[src/rtl/wdt_pkg.sv]
package wdt_pkg;

    typedef struct packed {
        logic [1:0] tap;
        logic       halt_en;
        logic       stop_en;
        logic       xtal_sel;
    } wdt_cfg_t;

    localparam wdt_cfg_t CFG_RESET = '{tap: 2'b01, halt_en: 1'b1, stop_en: 1'b1, xtal_sel: 1'b0};

    localparam int MODE_W = 8;

endpackage

[src/rtl/wdt_cfg_reg.sv]
module wdt_cfg_reg
    import wdt_pkg::*;
(
    input  logic              clk,
    input  logic              rst_n,
    input  logic              we,
    input  logic [MODE_W-1:0] wdata,
    output wdt_cfg_t          cfg
);

    wdt_cfg_t cfg_d, cfg_q;

    always_comb begin
        cfg_d = cfg_q;
        if (we) begin
            cfg_d.tap      = wdata[1:0];
            cfg_d.halt_en  = wdata[2];
            cfg_d.stop_en  = wdata[3];
            cfg_d.xtal_sel = wdata[4];
        end
    end

    always_ff @(posedge clk or negedge rst_n) begin
        if (!rst_n) cfg_q <= CFG_RESET;
        else        cfg_q <= cfg_d;
    end

    assign cfg = cfg_q;

    AST_CFG_HOLD: assert property (@(posedge clk) disable iff (!rst_n)
        !we |=> $stable(cfg_q)) else $error("cfg changed without write");

endmodule

[src/rtl/wdt_tick_gate.sv]
module wdt_tick_gate
    import wdt_pkg::*;
(
    input  wdt_cfg_t cfg,
    input  logic     rc_tick,
    input  logic     halt,
    input  logic     stop,
    output logic     adv
);

    logic halt_block;
    logic stop_block;
    logic src_tick;

    always_comb begin
        halt_block = halt && !cfg.halt_en;
        stop_block = stop && !cfg.stop_en;
        src_tick   = cfg.xtal_sel ? 1'b1 : rc_tick;
        adv        = src_tick && !halt_block && !stop_block;
    end

endmodule

[src/rtl/wdt_counter.sv]
module wdt_counter #(
    parameter int TAP0  = 128,
    parameter int TAP1  = 256,
    parameter int TAP2  = 512,
    parameter int TAP3  = 2048,
    parameter int CNT_W = 11
) (
    input  logic       clk,
    input  logic       rst_n,
    input  logic       adv,
    input  logic       clr,
    input  logic [1:0] tap,
    output logic       expire
);

    localparam int LIMS [4] = '{TAP0, TAP1, TAP2, TAP3};

    typedef struct packed {
        logic [CNT_W-1:0] cnt;
        logic             pulse;
    } cnt_st_t;

    cnt_st_t st_d, st_q;
    logic [CNT_W-1:0] last;

    always_comb begin
        last     = CNT_W'(LIMS[tap] - 1);
        st_d     = st_q;
        st_d.pulse = 1'b0;
        if (clr) begin
            st_d.cnt = '0;
        end else if (adv) begin
            if (st_q.cnt >= last) begin
                st_d.cnt   = '0;
                st_d.pulse = 1'b1;
            end else begin
                st_d.cnt = st_q.cnt + 1'b1;
            end
        end
    end

    always_ff @(posedge clk or negedge rst_n) begin
        if (!rst_n) st_q <= '0;
        else        st_q <= st_d;
    end

    assign expire = st_q.pulse;

    AST_PULSE_SINGLE: assert property (@(posedge clk) disable iff (!rst_n)
        st_q.pulse |=> !st_q.pulse) else $error("request longer than one cycle");
    AST_PULSE_RESTART: assert property (@(posedge clk) disable iff (!rst_n)
        st_q.pulse |-> st_q.cnt == '0) else $error("count not restarted");
    AST_CLEAR: assert property (@(posedge clk) disable iff (!rst_n)
        clr |=> (st_q.cnt == '0 && !st_q.pulse)) else $error("clear failed");
    AST_HOLD: assert property (@(posedge clk) disable iff (!rst_n)
        (!adv && !clr) |=> ($stable(st_q.cnt) && !st_q.pulse)) else $error("count moved while held");
    AST_NO_OVERFLOW: assert property (@(posedge clk) disable iff (!rst_n)
        st_q.cnt <= last) else $error("count beyond tap limit");

endmodule

[src/rtl/wdog_timer.sv]
module wdog_timer
    import wdt_pkg::*;
#(
    parameter int TAP0 = 128,
    parameter int TAP1 = 256,
    parameter int TAP2 = 512,
    parameter int TAP3 = 2048
) (
    input  logic              clk,
    input  logic              rst_n,
    input  logic              rc_tick,
    input  logic              cfg_we,
    input  logic [MODE_W-1:0] cfg_wdata,
    input  logic              kick,
    input  logic              halt,
    input  logic              stop,
    output logic              wdt_rst
);

    localparam int MAX01 = (TAP0 > TAP1) ? TAP0 : TAP1;
    localparam int MAX23 = (TAP2 > TAP3) ? TAP2 : TAP3;
    localparam int MAXT  = (MAX01 > MAX23) ? MAX01 : MAX23;
    localparam int CNT_W = $clog2(MAXT);

    wdt_cfg_t cfg;
    logic     adv;
    logic     clr;

    assign clr = kick || cfg_we;

    wdt_cfg_reg i_cfg (
        .clk   (clk),
        .rst_n (rst_n),
        .we    (cfg_we),
        .wdata (cfg_wdata),
        .cfg   (cfg)
    );

    wdt_tick_gate i_gate (
        .cfg     (cfg),
        .rc_tick (rc_tick),
        .halt    (halt),
        .stop    (stop),
        .adv     (adv)
    );

    wdt_counter #(
        .TAP0  (TAP0),
        .TAP1  (TAP1),
        .TAP2  (TAP2),
        .TAP3  (TAP3),
        .CNT_W (CNT_W)
    ) i_cnt (
        .clk    (clk),
        .rst_n  (rst_n),
        .adv    (adv),
        .clr    (clr),
        .tap    (cfg.tap),
        .expire (wdt_rst)
    );

    AST_RC_GATE: assert property (@(posedge clk) disable iff (!rst_n)
        (!cfg.xtal_sel && !rc_tick) |-> !adv) else $error("advance without rc tick");
    AST_STOP_GATE: assert property (@(posedge clk) disable iff (!rst_n)
        (stop && !cfg.stop_en && !clr) |=> !wdt_rst) else $error("expiry while stop held");
    AST_HALT_GATE: assert property (@(posedge clk) disable iff (!rst_n)
        (halt && !cfg.halt_en && !clr) |=> !wdt_rst) else $error("expiry while halt held");

endmodule

[config.mk]
export PLATFORM = sky130hd
export DESIGN_NAME = wdog_timer
export DESIGN_NICKNAME = d
export VERILOG_FILES = /design/src/rtl/wdt_pkg.sv /design/src/rtl/wdt_cfg_reg.sv /design/src/rtl/wdt_tick_gate.sv /design/src/rtl/wdt_counter.sv /design/src/rtl/wdog_timer.sv
export SDC_FILE = /design/constraint.sdc
export NUM_CORES = 1
export LEC_CHECK = 0
export BUFFER_PORTS_ARGS = -buffer_cell sky130_fd_sc_hd__buf_2
export CAP_MARGIN = 20
export CORE_MARGIN = 5
export CORE_UTILIZATION = 57
export CTS_BUF_LIST = sky130_fd_sc_hd__clkbuf_8
export CTS_CLUSTER_SIZE = 14
export DETAILED_ROUTE_END_ITERATION = 10
export PLACE_DENSITY = 0.8
export SETUP_SLACK_MARGIN = 0.4
export SLEW_MARGIN = 20
export SYNTH_ARGS = -nofsm -noshare
export SYNTH_HDL_FRONTEND = slang
export SYNTH_SLANG_ARGS = --single-unit
[constraint.sdc]
create_clock -name clk -period 2.65 [get_ports clk]
set_input_delay 0.1325 -clock clk [delete_from_list [all_inputs] [get_ports clk]]
set_output_delay 0.1325 -clock clk [all_outputs]
set_load 0.01 [all_outputs]
Word level (Yosys, flattened, before mapping)
Index checks and enable logic that the tools add are counted.
{"block": "op_classes", "order_cmp": 2, "reduce_logical": 10, "bitwise": 1, "n_addsub": 2, "mul": 0, "shifts": 0, "n_eq_ne": 0, "mux": 9, "n_div": 0}
{"operator": "$bmux W32 S2", "count": 1}
{"operator": "$mux W11", "count": 4}
{"operator": "$mux W12", "count": 1}
{"operator": "$add A11 B1 Y11 const B", "count": 1}
{"operator": "$ge A11 B11 Y1", "count": 1}
{"operator": "$sub A11 B2 Y11 const B", "count": 1}
{"operator": "$logic_and A1 B1 Y1", "count": 4}
{"operator": "$logic_not A1 Y1", "count": 4}
{"operator": "$ge A3 B3 Y1 const B", "count": 1}
{"operator": "$mux W1", "count": 3}
{"operator": "$not A2 Y3", "count": 1}
{"operator": "$reduce_bool A2 Y1", "count": 1}
{"operator": "$logic_or A1 B1 Y1", "count": 1}
{"block": "word_totals", "rom_bits": 0, "mem_count": 0, "ram_bits": 0, "reg_bits": 17, "wordCells": 30, "latch_bits": 0}

Longest topological paths before layout
{"block": "depth", "word_depth": 9, "ltp_mapped": 7, "ltp_nobuf": 7}

Cells and area by module
A second synthesis with hierarchy kept.
{"block": "unflattened", "hier_cells": 110, "hier_area_um2": 1083.5}
{"module": "wdt_counter", "seq_area_each_um2": 300.3, "area_each_um2": 865.8, "cells_per_inst": 95, "n_inst": 1}
{"module": "wdt_cfg_reg", "seq_area_each_um2": 128.9, "area_each_um2": 185.2, "cells_per_inst": 10, "n_inst": 1}
{"module": "wdt_tick_gate", "seq_area_each_um2": 0.0, "area_each_um2": 26.3, "cells_per_inst": 4, "n_inst": 1}
{"module": "wdog_timer", "seq_area_each_um2": 0.0, "area_each_um2": 6.3, "cells_per_inst": 1, "n_inst": 1}

Least setup slack after synthesis
Ideal clock, no wire load.
{"block": "synth_timing", "kind": "register -> register", "startpoint": "reg i_cfg.cfg_q (netlist bit i_cfg.cfg[3])", "endpoint": "reg i_cnt.st_q[11] (netlist bit)", "t_arrival_ns": 2.031, "path_slack_ns": 0.494, "path_buffers": 0, "stages_incl_launch_ff": 8, "path_cell_list": "dfstp_2 -> nand2_1 -> ha_1 -> nand3_1 -> or4_4 -> and2_4 -> and4_4 -> a221o_1"}
{"block": "synth_via", "elab_chain_len": 9}
{"item": "start, declared", "line_no": "wdt_cfg_reg.sv:11", "source": "wdt_cfg_t cfg_d, cfg_q;"}
{"item": "start signal, assigned", "line_no": "wdt_cfg_reg.sv:25", "source": "else cfg_q <= cfg_d;"}
{"item": "$not A2 Y3 (not written as such)", "line_no": "wdt_counter.sv:27", "source": "last = CNT_W'(LIMS[tap] - 1);"}
{"item": "$bmux W32 S2", "line_no": "wdt_counter.sv:27"}
{"item": "$mux W11 (not written as such) (2 in series)", "line_no": "wdt_counter.sv:27"}
{"item": "$sub A11 B2 Y11", "line_no": "wdt_counter.sv:27"}
{"item": "$ge A11 B11 Y1", "line_no": "wdt_counter.sv:33", "source": "if (st_q.cnt >= last) begin"}
{"item": "$mux W11", "line_no": "wdt_counter.sv:33"}
{"item": "$mux W12", "line_no": "wdt_counter.sv:32", "source": "end else if (adv) begin"}
{"item": "$mux W11", "line_no": "wdt_counter.sv:30", "source": "if (clr) begin"}
{"item": "end signal, assigned", "line_no": "wdt_counter.sv:44", "source": "else st_q <= st_d;"}
{"item": "end, declared", "line_no": "wdt_counter.sv:23", "source": "cnt_st_t st_d, st_q;"}
Every way passes these cells. The select of a mux whose other input is x is not followed.
A chain may end at the register's enable or synchronous reset.

Worst setup path after layout
Same ends and word-level chain as after synthesis.

==> results.toml <==
[outcome]
status = "complete, no violations"

[die]
die_w_um = 51.5
dieArea_um2 = 2650
start_util = 0.581
die-height_um = 51.5
top_level_ports = 16
core-area_um2 = 1690
rows = 15

[min_path]
min_delay_path_depth = 2
min_from = "kick"
holdPathEnd = "i_cnt.expire"
hold_path_class = "input pin to flip-flop"

[clock_network]
cts-htree-levels = 1
clock-sinks = 17
cts_buffers = 3
clkTransAtPathRegs_ns = 0.07
clk_path_buf_depth = 2
clockRootBuffer = "clkbuf_8"
clkLatencyLatePin_ns = 0.25
cts_tree = "done"

[power]
pwr-share-clk = 0.356
power_frac_seq = 0.521
peakVddDrop_mv = 0.270
p_int_uw = 404
switchingPower_uw = 133
p_leak_nw = 0.578
power.density_nw_per_um2 = 457
netSwitchingFraction = 0.247
combPwrFrac = 0.123

[logic_synthesis]
synth_xor_area_frac = 0
syn_area_um2 = 981
synth-edff-count = 0
syn_nets = 117
ys_warn_count = 0
synthSimpleGateAreaFrac = 0.255
muxShareOfSynthArea = 0.0574
syn_area_per_cell_um2 = 10.1
synth_compound_area_frac = 0.167
synth_async_sr_flop_share = 1.00
ys_seq_area_frac = 0.438
synth_seq_cells = 17
postSynthCellCount = 97
synthAdderAreaFrac = 0.0638
synth.lib_cells_used.distinct = 32
synthFlopType = "dfrtp_1"
synth_top_family_by_area = "simple AND/OR/NAND/NOR gates"

[finish]
drive_gt1_frac = 0.313
n_antenna_cell = 0
nets = 136
syn_to_final_growth_pct = 19.9

[drt]
vias = 804
post_drt_wl_per_cell_um = 15.1
ant_nets = 0
wl_um = 2000
drc = 0
drt-pass1-iter-count = 4
via_per_inst = 6.09
drt-initial-drc-count = 31

[setup_path]
crit_path_start = "i_cfg.cfg[3]"
startpoint_type = "flip-flop"
r2r-start = "i_cfg.cfg[3]"
arrival_ns = 2.40
critical_path_class = "flip-flop to flip-flop"
rrSetupSlack_ns = 0.39
reg2reg_to = "i_cnt.st_q[11]"
cp-end-kind = "flip-flop"
cp.required_ns = 2.79
rr_worst_depth = 7
cp_max_fo = 3

[timing]
final.setup.tns_ns = 0
relSlewSlack = 0.631
finalSetupViolCount = 0
finalClockSkew_ns = 0.00326
setup_ws_ns = 0.386
fin_crit_sh = 0.854
fin_crit_ns = 2.26
hold_viol_final = 0
clock.fmax_mhz = 442
slew_violations = 0
grt_setup_unrepaired = "true"
worstMarginPinSlew_ns = 0.554

[global_route]
grtUsageTotal = 0.177
grt_start_max_net_pins = 18
grt_pass1_vias = 817
antenna_found_initial = 0
grt_overflow_total = 0
grt_pass1_wl_um = 3510

[placement]
dpl.hpwl_um = 1390
portBuffers = 12
gp_congestion = 0.824
place_ws_ns = 0.352

[job]
drv_cap = 0
Yosys cell counts (2+ instances only):
master / count / area (um^2)
nand2_1: 7 / 26.3
nor3_1: 3 / 15.0
dfrtp_1: 14 / 350
nand3_1: 6 / 30.0
ha_1: 5 / 62.6
a211oi_1: 2 / 15.0
nor2b_1: 2 / 12.5
o21ai_0: 8 / 40.0
mux2_2: 5 / 56.3
and3_1: 3 / 18.8
nor2_1: 8 / 30.0
a22o_1: 8 / 70.1
nor4_1: 2 / 12.5
dfstp_2: 3 / 78.8
inv_1: 4 / 15.0
cell usage in the layout, fill, tap and decap left out, drive strengths merged, types with 3 or more instances in the layout:
cell type   n
o21ai       8
inv         5
a22o        8
nand2       8
ha          5
dfrtp      14
nor3        3
nor2        9
dfstp       3
mux2        5
clkbuf      3
and3        3
buf        14
nand3       6
per-layer routing:
metal,up-vias,track usage,share of wire,routed length (um)
met5,-,0,0,0
met4,0,0.0742,0.018,36
met3,5,0.0350,0.035,69
met2,14,0.297,0.48,960
met1,384,0.220,0.47,928
li1,401,-,-,-
worst max path at each step:
stage / to / slack (ns) / cells after the start
after global routing: i_cnt.st_q[11] / 0.34 / 7
after CTS: i_cnt.st_q[11] / 0.35 / 7
final: i_cnt.st_q[11] / 0.39 / 7
after detailed placement: i_cnt.st_q[11] / 0.35 / 7
after floorplan: i_cnt.st_q[11] / 0.49 / 7
after global placement: i_cnt.st_q[11] / 0.39 / 7
power groups by stage:
stage          Combinational (mW)  Sequential [mW]  Clock [mW]
3_5_place_dp               0.0583            0.282           0
3_3_place_gp               0.0556            0.282           0
4_1_cts                    0.0597            0.278       0.195
5_1_grt                    0.0739            0.281       0.212
6_report                   0.0662            0.280       0.191
2_1_floorplan              0.0377            0.281           0
layout make-up:
| class | instances | area [um^2] |
|---|---|---|
| well taps | 17 | 21.3 |
| repair buffers | 15 | 85.1 |
| fillers | 123 | 513 |
| clock inverters | 1 | 3.75 |
| flip-flops and latches | 17 | 429 |
| multi-input cells | 75 | 581 |
| inverters | 4 | 15.0 |
| clock buffers | 3 | 41.3 |
timing repair:
| action | in CTS | in global routing |
|---|---|---|
| setup buffers | 0 | 2 |
| gates resized for setup | 0 | 7 |
| setup endpoints to repair | 10 | 10 |
| hold endpoints to repair | 14 | 0 |
| pin swaps | 0 | 4 |
| hold buffers | 1 | 0 |
cell families after synthesis:
kind of cell / Yosys count
buffers and inverters: 5
AO/OA/AOI/OAI: 23
AND/OR/NAND/NOR: 42
flip-flops: 17
adder cells (fa/ha/maj): 5
multiplexers: 5
through the flow:
stage,power [mW],hold slack (ns),instance area (um^2),util,instances
2_1_floorplan,0.319,-0.163,981,-,97
3_3_place_gp,0.337,0.0661,1060,0.627,125
3_5_place_dp,0.341,0.0743,1060,0.627,125
4_1_cts,0.532,0.0625,1110,0.659,130
5_1_grt,0.567,0.0640,1180,0.696,132
6_report,0.537,0.0709,1180,0.696,132
critical path, cell delays in order (launching register included):
cell and delay [ns]:
dfstp_2 0.57, nand2_4 0.08, ha_4 0.28, nand3_2 0.07
or4_4 0.57, and2_4 0.17, and4_4 0.16, a221o_1 0.25
registers in the layout, indices dropped and copies added (netlist names):
signal	flops
i_cnt.st_q	11
i_cfg.cfg	5
i_cnt.expire	1
No activity file was read; power rests on OpenSTA's default activity.
